[src/rtl/qdr4_pkg.sv]
package qdr4_pkg;

    localparam int BEATS  = 4;
    localparam int BEAT_W = $clog2(BEATS);

    typedef enum logic [1:0] {
        OP_IDLE  = 2'd0,
        OP_READ  = 2'd1,
        OP_WRITE = 2'd2
    } op_e;

    // Slot arbitration: the operation that ran in the previous slot
    // blocks its own kind, an idle slot gives reads the priority.
    function automatic op_e pick_op(op_e prev, logic rd_n, logic wr_n);
        op_e res;
        res = OP_IDLE;
        case (prev)
            OP_READ:  if (!wr_n) res = OP_WRITE;
            OP_WRITE: if (!rd_n) res = OP_READ;
            default: begin
                if (!rd_n)      res = OP_READ;
                else if (!wr_n) res = OP_WRITE;
            end
        endcase
        return res;
    endfunction

endpackage

[src/rtl/qdr4_arbiter.sv]
module qdr4_arbiter
    import qdr4_pkg::*;
(
    input  logic clk,
    input  logic rst,
    input  logic slot,
    input  logic rd_sel_n,
    input  logic wr_sel_n,
    output op_e  op
);

    op_e prev_q;

    always_comb begin
        op = slot ? pick_op(prev_q, rd_sel_n, wr_sel_n) : OP_IDLE;
    end

    always_ff @(posedge clk) begin
        if (rst) begin
            prev_q <= OP_IDLE;
        end else if (slot) begin
            prev_q <= op;
        end
    end

    // a read is never accepted in the slot right after a read
    p_read_gap_r3: assert property (@(posedge clk) disable iff (rst)
        (op == OP_READ) |=> ##1 (op != OP_READ));

    // a write is never accepted in the slot right after a write
    p_write_gap_r4: assert property (@(posedge clk) disable iff (rst)
        (op == OP_WRITE) |=> ##1 (op != OP_WRITE));

endmodule

[src/rtl/qdr4_wr_capture.sv]
module qdr4_wr_capture
    import qdr4_pkg::*;
#(
    parameter int ADDR_W = 4,
    parameter int DATA_W = 18
)(
    input  logic                          clk,
    input  logic                          rst,
    input  logic                          slot,
    input  logic                          start,
    input  logic [ADDR_W-1:0]             addr,
    input  logic [DATA_W-1:0]             wdata,
    output logic                          commit,
    output logic [ADDR_W-1:0]             line,
    output logic [BEATS-1:0][DATA_W-1:0]  words,
    output logic [BEATS-1:0]              mask
);

    localparam logic [BEAT_W-1:0] LAST_IDX = BEAT_W'(BEATS - 1);

    typedef struct packed {
        logic              valid;
        logic [ADDR_W-1:0] addr;
    } cmd_t;

    cmd_t                         s1_q;
    logic                         active_q;
    logic [BEAT_W-1:0]            idx_q;
    logic [BEATS-1:0][DATA_W-1:0] hold_q;

    assign commit = active_q && (idx_q == LAST_IDX);

    // Last word goes straight from the pin into the array on commit.
    always_comb begin
        words            = hold_q;
        words[BEATS-1]   = wdata;
    end

    always_ff @(posedge clk) begin
        if (rst) begin
            s1_q     <= '0;
            active_q <= 1'b0;
            idx_q    <= '0;
            mask     <= '0;
            line     <= '0;
            hold_q   <= '0;
        end else begin
            if (slot) begin
                s1_q.valid <= start;
                s1_q.addr  <= addr;
            end
            if (slot && s1_q.valid) begin
                active_q  <= 1'b1;
                idx_q     <= BEAT_W'(1);
                line      <= s1_q.addr;
                hold_q[0] <= wdata;
                mask      <= BEATS'(1);
            end else if (active_q) begin
                hold_q[idx_q] <= wdata;
                if (idx_q == LAST_IDX) begin
                    active_q <= 1'b0;
                    idx_q    <= '0;
                    mask     <= '0;
                end else begin
                    mask[idx_q] <= 1'b1;
                    idx_q       <= idx_q + BEAT_W'(1);
                end
            end
        end
    end

    // the array update happens only once all earlier words are held
    p_commit_mask_r6: assert property (@(posedge clk) disable iff (rst)
        commit |-> (mask == {1'b0, {(BEATS-1){1'b1}}}));

endmodule

[src/rtl/qdr4_rd_return.sv]
module qdr4_rd_return
    import qdr4_pkg::*;
#(
    parameter int ADDR_W = 4,
    parameter int DATA_W = 18
)(
    input  logic              clk,
    input  logic              rst,
    input  logic              slot,
    input  logic              start,
    input  logic [ADDR_W-1:0] addr,
    output logic [ADDR_W-1:0] fetch_line,
    output logic [BEAT_W-1:0] fetch_word,
    input  logic [DATA_W-1:0] fetch_data,
    output logic              rd_valid,
    output logic [DATA_W-1:0] rd_data
);

    localparam logic [BEAT_W-1:0] LAST_IDX = BEAT_W'(BEATS - 1);

    typedef struct packed {
        logic              valid;
        logic [ADDR_W-1:0] addr;
    } cmd_t;

    cmd_t              s1_q;
    cmd_t              s2_q;
    logic              active_q;
    logic [BEAT_W-1:0] idx_q;
    logic [ADDR_W-1:0] line_q;
    logic              launch;

    // Beat 0 is loaded at the end of the phase-1 tick one device
    // clock after the command, so it drives two clocks after it.
    assign launch     = !slot && s2_q.valid;
    assign fetch_line = launch ? s2_q.addr : line_q;
    assign fetch_word = launch ? '0 : idx_q;

    always_ff @(posedge clk) begin
        if (rst) begin
            s1_q     <= '0;
            s2_q     <= '0;
            active_q <= 1'b0;
            idx_q    <= '0;
            line_q   <= '0;
            rd_valid <= 1'b0;
            rd_data  <= '0;
        end else begin
            if (slot) begin
                s1_q.valid <= start;
                s1_q.addr  <= addr;
                s2_q       <= s1_q;
            end
            if (launch) begin
                line_q   <= s2_q.addr;
                idx_q    <= BEAT_W'(1);
                active_q <= 1'b1;
                rd_valid <= 1'b1;
                rd_data  <= fetch_data;
            end else if (active_q) begin
                rd_valid <= 1'b1;
                rd_data  <= fetch_data;
                if (idx_q == LAST_IDX) begin
                    active_q <= 1'b0;
                    idx_q    <= '0;
                end else begin
                    idx_q <= idx_q + BEAT_W'(1);
                end
            end else begin
                rd_valid <= 1'b0;
                rd_data  <= '0;
            end
        end
    end

    // every burst that ends has lasted four beats
    p_burst_len_r8: assert property (@(posedge clk) disable iff (rst)
        $fell(rd_valid) |-> ($past(rd_valid, 4) && $past(rd_valid, 3)));

    // the first beat of a burst lands in a command-slot tick
    p_burst_align_r7: assert property (@(posedge clk) disable iff (rst)
        $rose(rd_valid) |-> slot);

    // read data is quiet between bursts
    p_idle_quiet_r8: assert property (@(posedge clk) disable iff (rst)
        !rd_valid |-> (rd_data == '0));

endmodule

[src/rtl/qdr4_line_store.sv]
module qdr4_line_store
    import qdr4_pkg::*;
#(
    parameter int ADDR_W = 4,
    parameter int DATA_W = 18
)(
    input  logic                          clk,
    input  logic                          commit,
    input  logic [ADDR_W-1:0]             wr_line,
    input  logic [BEATS-1:0][DATA_W-1:0]  wr_words,
    input  logic [BEATS-1:0]              wr_mask,
    input  logic [ADDR_W-1:0]             fetch_line,
    input  logic [BEAT_W-1:0]             fetch_word,
    output logic [DATA_W-1:0]             fetch_data
);

    localparam int WORDS = (1 << ADDR_W) * BEATS;

    logic [DATA_W-1:0] mem_q [WORDS];
    logic              hit;

    always_ff @(posedge clk) begin
        if (commit) begin
            for (int k = 0; k < BEATS; k++) begin
                mem_q[{wr_line, BEAT_W'(k)}] <= wr_words[k];
            end
        end
    end

    // Words already captured for a pending write override the array.
    assign hit = (wr_line == fetch_line) && wr_mask[fetch_word];

    always_comb begin
        if (hit) fetch_data = wr_words[fetch_word];
        else     fetch_data = mem_q[{fetch_line, fetch_word}];
    end

endmodule

[src/rtl/qdr4_sram.sv]
module qdr4_sram
    import qdr4_pkg::*;
#(
    parameter int ADDR_W = 4,
    parameter int DATA_W = 18
)(
    input  logic              clk2x,
    input  logic              rst,
    input  logic              rd_sel_n,
    input  logic              wr_sel_n,
    input  logic [ADDR_W-1:0] line_addr,
    input  logic [DATA_W-1:0] wr_data,
    output logic              half_phase,
    output logic [DATA_W-1:0] rd_data,
    output logic              rd_valid,
    output logic              rd_drive
);

    logic                         phase_q;
    logic                         slot;
    op_e                          op;
    logic                         wr_commit;
    logic [ADDR_W-1:0]            wr_line;
    logic [BEATS-1:0][DATA_W-1:0] wr_words;
    logic [BEATS-1:0]             wr_mask;
    logic [ADDR_W-1:0]            fetch_line;
    logic [BEAT_W-1:0]            fetch_word;
    logic [DATA_W-1:0]            fetch_data;

    always_ff @(posedge clk2x) begin
        if (rst) phase_q <= 1'b0;
        else     phase_q <= ~phase_q;
    end

    assign slot       = ~phase_q;
    assign half_phase = phase_q;

    qdr4_arbiter u_arb (
        .clk      (clk2x),
        .rst      (rst),
        .slot     (slot),
        .rd_sel_n (rd_sel_n),
        .wr_sel_n (wr_sel_n),
        .op       (op)
    );

    qdr4_wr_capture #(.ADDR_W(ADDR_W), .DATA_W(DATA_W)) u_wr (
        .clk    (clk2x),
        .rst    (rst),
        .slot   (slot),
        .start  (op == OP_WRITE),
        .addr   (line_addr),
        .wdata  (wr_data),
        .commit (wr_commit),
        .line   (wr_line),
        .words  (wr_words),
        .mask   (wr_mask)
    );

    qdr4_line_store #(.ADDR_W(ADDR_W), .DATA_W(DATA_W)) u_store (
        .clk        (clk2x),
        .commit     (wr_commit),
        .wr_line    (wr_line),
        .wr_words   (wr_words),
        .wr_mask    (wr_mask),
        .fetch_line (fetch_line),
        .fetch_word (fetch_word),
        .fetch_data (fetch_data)
    );

    qdr4_rd_return #(.ADDR_W(ADDR_W), .DATA_W(DATA_W)) u_rd (
        .clk        (clk2x),
        .rst        (rst),
        .slot       (slot),
        .start      (op == OP_READ),
        .addr       (line_addr),
        .fetch_line (fetch_line),
        .fetch_word (fetch_word),
        .fetch_data (fetch_data),
        .rd_valid   (rd_valid),
        .rd_data    (rd_data)
    );

    assign rd_drive = rd_valid;

    // a beat in a command-slot tick is always followed by its pair
    p_pair_beats_r7: assert property (@(posedge clk2x) disable iff (rst)
        (rd_valid && slot) |=> rd_valid);

endmodule

[config.mk]
export PLATFORM = sky130hd
export DESIGN_NAME = qdr4_sram
export DESIGN_NICKNAME = d
export VERILOG_FILES = /design/src/rtl/qdr4_pkg.sv /design/src/rtl/qdr4_arbiter.sv /design/src/rtl/qdr4_wr_capture.sv /design/src/rtl/qdr4_rd_return.sv /design/src/rtl/qdr4_line_store.sv /design/src/rtl/qdr4_sram.sv
export SDC_FILE = /design/constraint.sdc
export NUM_CORES = 2
export LEC_CHECK = 0
export BUFFER_PORTS_ARGS = -buffer_cell sky130_fd_sc_hd__clkbuf_2
export CAP_MARGIN = 20
export CORE_UTILIZATION = 40
export CTS_CLUSTER_SIZE = 20
export DETAILED_ROUTE_END_ITERATION = 6
export SETUP_SLACK_MARGIN = 0.05
export SYNTH_ARGS = -nofsm -noshare
export SYNTH_HDL_FRONTEND = slang
export SYNTH_HIERARCHICAL = 1
export SYNTH_SLANG_ARGS = --single-unit
[constraint.sdc]
create_clock -name clk2x -period 11.2 [get_ports clk2x]
set_input_delay 1.12 -clock clk2x [delete_from_list [all_inputs] [get_ports clk2x]]
set_output_delay 1.12 -clock clk2x [all_outputs]
set_load 0.005 [all_outputs]
After elaboration in Yosys (flattened, before gate mapping)
Memory sizes are Yosys's and may differ from the RTL's.
Cells that the tools add are included.
- register bits: 123
- memory bits (writable): 1152
- input port bits: 26
- output and inout port bits: 21
- memories: 1
- memory list (memory ; words ; width ; read ports ; clocked after Yosys merged registers in ; write ports ; line ; RTL):
    u_store.mem_q ; 64 ; 18 ; 1 ; 0 ; 4 ; qdr4_line_store.sv:19 ; logic [DATA_W-1:0] mem_q [WORDS];
- add/subtract/negate cells: 2
- $lt $le $gt $ge: 3
- eq/ne operators: 7
- multiplexer cells: 40
- bitwise logic cells: 3
- reduce and logical (&&, ||, !) cells: 10
- operators with widths (kind ; number):
    18-bit two-way mux ; 7
    72-bit bitwise mux ; 1
    18-bit binary-select mux with 2-bit select ; 1
    18-bit demux with 2-bit select ; 1
    1-bit two-way mux ; 19
    2-bit two-way mux ; 6
    2-bit == test, second input constant ; 4
    4-bit two-way mux ; 2
    2-bit by 3-bit less-than comparator with 1-bit output, second input constant ; 2
    1-bit logical AND ; 5
    2-bit by 1-bit adder with 2-bit output, second input constant ; 2
    2-bit by 1-bit == test with 1-bit output, second input constant ; 2
    4-bit == test ; 1
    4-bit OR ; 1
    2-bit case mux with 2 select lines ; 1
    2-bit nonzero test ; 2
    2-bit OR reduction ; 2
    1-bit binary-select mux with 2-bit select ; 1
    1-bit demux with 2-bit select ; 1
    2-bit by 1-bit greater-or-equal comparator with 1-bit output, second input constant ; 1
    1-bit NOT ; 2
    2-bit AND reduction ; 1

Logic depth before layout (Yosys ltp)
- word-level depth: 8
- depth in mapped cells: 15
- mapped depth without buffers: 9

Modules after synthesis
Netlist, hierarchy kept.
- by module, submodules not included (module ; times used ; cells an instance ; area an instance (um^2) ; seq. area each (um^2)):
    qdr4_line_store ; 1 ; 2094 ; 44956.9 ; 34593.2
    qdr4_wr_capture ; 1 ; 306 ; 2947.8 ; 1401.3
    qdr4_rd_return ; 1 ; 101 ; 1186.1 ; 720.7
    qdr4_arbiter ; 1 ; 14 ; 133.9 ; 40.0
    qdr4_sram ; 1 ; 6 ; 50.0 ; 20.0

Least setup slack after synthesis
Ideal clock, no wire load.
- path kind: register to register
- start: reg u_wr.idx_q[1]
- end: mem u_store.mem_q[48][0], enable pin
- arrival: 5760 ps
- path slack: 4849 ps
- cell stages (with the launch flop): 5
- path through: dfxtp_1 ha_1 and2_1 nand3_1 nor3_1
- RTL lines (element ; line ; RTL):
    start, declared ; qdr4_wr_capture.sv:28 ; logic [BEAT_W-1:0] idx_q;
    start signal, assigned ; qdr4_wr_capture.sv:66 ; idx_q <= idx_q + BEAT_W'(1);
    end, declared ; qdr4_line_store.sv:19 ;

Worst setup path in the final report
- start: reg phase_q (netlist: half_phase)
- end: reg u_rd.rd_data[2]
- cells in the longest elaborated chain, start to end: 8
- elaborated cells between the ends (all ways): 13
- classes of those cells: eq/ne: 1; mux: 9; reduce/logical: 2; memory: 1
- RTL lines (element ; line ; RTL):
    start, declared ; qdr4_sram.sv:19 ; logic phase_q;
    start signal, assigned ; qdr4_sram.sv:32 ; else phase_q <= ~phase_q;
    1-bit logical AND (*) ; qdr4_rd_return.sv:35 ; assign launch = !slot && s2_q.valid;
    2-bit two-way mux (*) ; qdr4_rd_return.sv:37 ; assign fetch_word = launch ? '0 : idx_q;
    named net fetch_word[0] ; qdr4_sram.sv:27 ; logic [BEAT_W-1:0] fetch_word;
    parallel branches: the longest is 3 deep, another holds memory read 64 x 18 bit ; - ;
    18-bit two-way mux (*) ; qdr4_line_store.sv:34 ; if (hit) fetch_data = wr_words[fetch_word];
    named net fetch_data[2] ; qdr4_sram.sv:28 ; logic [DATA_W-1:0] fetch_data;
    18-bit two-way mux ; qdr4_rd_return.sv:60 ; end else if (active_q) begin
    18-bit two-way mux (*) ; qdr4_rd_return.sv:54 ; if (launch) begin
    end signal, assigned ; qdr4_rd_return.sv:59 ; rd_data <= fetch_data;
    end signal, assigned ; qdr4_rd_return.sv:62 ; rd_data <= fetch_data;
    end, declared ; qdr4_rd_return.sv:16 ; output logic [DATA_W-1:0] rd_data
Mark *: on every way through the listed nets, which the timed path passes. The select of a mux whose other input is x is not followed.
A chain may end at the register's enable or synchronous reset.

==> summary.txt <==
Detailed routing
  – Iteration-0 DRC Markers: 2207
  – # DRC: 0
  – DR vias: 23978
  – WL final: 111000 microns
  – Vias/cell: ~5.6
  – Routed wire per std cell: 25.7 microns
  – First-pass DRT Iterations: 6
  – Detail Route Antenna Nets: 0

Die
  – Die X: roughly 350 microns
  – Die height: 353 microns
  – Rows: between 100 and 150
  – Starting Density: 40.4%
  – I/O pins: between 40 and 50
  – Core footprint: ~120000 sq um
  – Die area: about 120000 sq um

Setup path
  – Family with the most delay on the worst path: buffers and inverters
  – CP Cell Sequence: inv_1 -> buf_4 -> nand2b_4 -> and2_4 -> buf_12 -> buf_4 -> mux4_2 -> mux4_2 -> nor2_1 -> a2111oi_0 -> a311o_1 -> and2_1
  – CP bufs+invs: 4
  – Crit. End Element: register
  – Reg2reg end: u_rd/rd_data[2]
  – Critical Path AT: about 5.4 ns
  – Worst path depth: 12
  – Flop2flop setup slack: between 6 and 7 ns
  – Worst EP required: around 12 ns
  – CP Launch Type: register
  – Worst setup path start: half_phase
  – CP Class: reg2reg
  – Crit path largest cell delay: 0.81 ns
  – CP max stage cell: buf_4
  – RR Startpoint: half_phase
  – Reg2Reg Depth: 12
  – Crit-path max FO: 105

CTS
  – Post-CTS setup buffer count: 0
  – H-tree depth: 4
  – CTS Buf Count: around 130
  – CTS root buffer: clkbuf_16
  – Worst skew pair latency: approximately 0.73 ns
  – Clk slew on worst S/H paths: 0.06 ns
  – Clk buf depth: 3
  – CTS resizes: 0
  – TritonCTS Sinks: about 1300
  – Hold_buf cts: 0
  – CTS tree: built

Global route
  – GRT overflow: 0
  – Number of global-route vias before repair: about 25000
  – Global-route wire length before repair: 165000 microns
  – Initial antenna violation count: 9
  – Overall routing resource usage: 17.9%
  – Largest net degree at the start of global routing: between 100 and 150

STA
  – Tmin final: 4.78 ns
  – Worst Tran Pin Value: between 1 and 1.5 ns
  – RSZ-0062 raised after global routing: no
  – Slew margin rel.: 27.5%
  – Max Freq: ~0.21 GHz
  – Final period util: 42.7%
  – Final setup viols: 0
  – Final setup TNS: 0 ns
  – Max-slew violation count: 0
  – Worst clock skew: approximately 0.02 ns
  – Hold Fails Final Rpt: 0

Final layout
  – Post-layout util: 45.4%
  – Share of cells above drive strength 1: 20.6%
  – Layout Area Growth over Synthesis: 12.5%
  – Antenna cells: 0
  – Non-Filler Instances: 4320
  – # nets final: between 2000 and 3000
  – Fill cell count: 10333

Placed design
  – Post-DP HPWL: just under 60000 microns
  – Buffers on Ports: 46
  – Placed Cells: 4077
  – Placer Congestion: 0.759

Synth
  – Syn Inst Count: 2521
  – Synth Warn #: 6
  – Sequential fraction of the synthesis area: 74.6%
  – Synthesized flop and latch total: 1261
  – Post-synth EDFFs: 1152
  – Post-Syn Area: just under 50000 sq um
  – Post-synth cell types: 49
  – Mapped Nets: approximately 2600
  – Mean Syn Cell Area: 19.5 sq um
  – Ys flop type: edfxtp_1
  – Ys async rst share: 0%

Pwr
  – Clock power frac: 44.4%
  – Pwr/cell area: 172 nW/um^2
  – Switching portion of total power: between 10% and 20%
  – Combinational Power Share: 1.8%
  – Lkg Pwr: 17.1 nW
  – Sequential power share: 53.8%
  – Net Sw Power: 0.00188 W
  – VDD IR-drop max: roughly 0.15 mV
  – Pint: 0.00763 W

Hold path
  – Worst min-delay path class: reg2reg
  – Worst Hold End: u_wr/mask[3]
  – Worst Hold Depth: 2
  – Hold_sp: u_wr/mask[3]

Run status
  – Status: complete, no violations

Run
  – MaxCap Viol Count: 0
## cell usage after synthesis, drive strengths merged, types with 23 or more instances
cell / instances / share of area, %
a21oi: 81 / 0.85
a22oi: 109 / 1.7
and2: 24 / 0.30
buf: 121 / 1.7
clkbuf: 47 / 0.36
dfxtp: 109 / 4.4
edfxtp: 1152 / 70
mux2i: 307 / 6.2
mux4: 217 / 9.9
nand2: 71 / 0.55
nand2b: 62 / 0.80
nor2: 54 / 0.42
nor2b: 42 / 0.53
nor3: 23 / 0.23
## power by group through the flow
stage                     combinational [W]  clock, W  sequential [W]
after floorplan                    0.000135         0         0.00520
after global placement             0.000175         0         0.00521
after detailed placement           0.000178         0         0.00522
after CTS                          0.000179   0.00430         0.00512
after global routing               0.000191   0.00447         0.00511
final                              0.000175   0.00422         0.00512
## stage by stage
step | hold WS, ns | setup WS, ns | cell area, sq um | power, W
2_1_floorplan | 0.407 | 4.85 | 49300 | 0.00534
3_5_place_dp | 0.428 | 6.38 | 51200 | 0.00539
4_1_cts | 0.436 | 6.37 | 55400 | 0.00960
3_3_place_gp | 0.421 | 6.39 | 51200 | 0.00539
5_1_grt | 0.463 | 6.06 | 55400 | 0.00978
6_report | 0.434 | 6.42 | 55400 | 0.00951
## worst reg2reg max path: stages, from the launching register on
cell and delay [ns]:
dfxtp_1 0.32, inv_1 0.05, buf_4 0.31, nand2b_4 0.33
and2_4 0.33, buf_12 0.64, buf_4 0.98, mux4_2 0.65
mux4_2 0.47, nor2_1 0.11, a2111oi_0 0.08, a311o_1 0.30
and2_1 0.14
## kinds of logic (layout without fill, tap and decap cells)
logic type	count (synthesis)	after routing	share of synthesized area [%]
AOI/OAI and AO/OA	252	252	3.63
xor gates and xnor gates	4	4	0.0711
adders and majority gates	8	8	0.203
buffers and inverters	176	350	2.09
DFF	1261	1261	74.6
muxes	528	528	16.3
and+or+nand+nor	292	292	3.09
## placed cells by master (no fill, tap or decap), drive strengths merged, types with 7 or more instances in the layout
| cell | n |
|---|---|
| buf | 56 |
| nor2b | 42 |
| and2 | 24 |
| nand2b | 62 |
| clkbuf | 223 |
| a2111oi | 18 |
| bufinv | 7 |
| a21oi | 81 |
| ha | 8 |
| nand2 | 71 |
| edfxtp | 1152 |
| mux2i | 307 |
| mux4 | 217 |
| dfxtp | 109 |
| a311o | 18 |
| a22oi | 109 |
| nor3 | 23 |
| clkinv | 47 |
| nor2 | 54 |
| inv | 14 |
| a211oi | 19 |
## worst max path at each step
stage	slack, ns	end
floorplan	4.85	u_store/mem_q[48][0]
global placement	6.39	u_rd/rd_data[2]
detailed placement	6.38	u_rd/rd_data[17]
CTS	6.37	u_rd/rd_data[2]
global route	6.06	u_rd/rd_data[1]
finish	6.42	u_rd/rd_data[2]
## routing by layer
metal	part of all wire, %	vias to the layer above	global-route usage (%)
met1	43	12693	24.3
li1	-	10343	-
met4	2.3	14	5.36
met2	49	744	29.2
met3	6.1	184	3.36
met5	0.087	-	0
## final cells by class
cell class | instances | area [sq um] | area share, %
multi-input combinational | 1084 | 11600 | 21.0
timing repair buffer | 101 | 733 | 1.32
clock inverter | 63 | 557 | 1.00
inverter | 8 | 30.0 | 0.0542
clock buffer | 178 | 3650 | 6.59
sequential | 1261 | 36800 | 66.4
tap | 1625 | 2030 | 3.67
## registers in the layout, summed over array words and instances (netlist names), 2 cells and up, named ones only
register,flops
u_wr/s1_q,5
u_wr/idx_q,2
u_store/mem_q,1152
u_rd/idx_q,2
u_wr/mask,2
u_rd/line_q,4
u_rd/rd_data,18
u_wr/words,54
u_rd/s1_q,5
u_wr/line,4
u_arb/prev_q,2
u_rd/s2_q,5
Power figures use the tool's default switching activity.
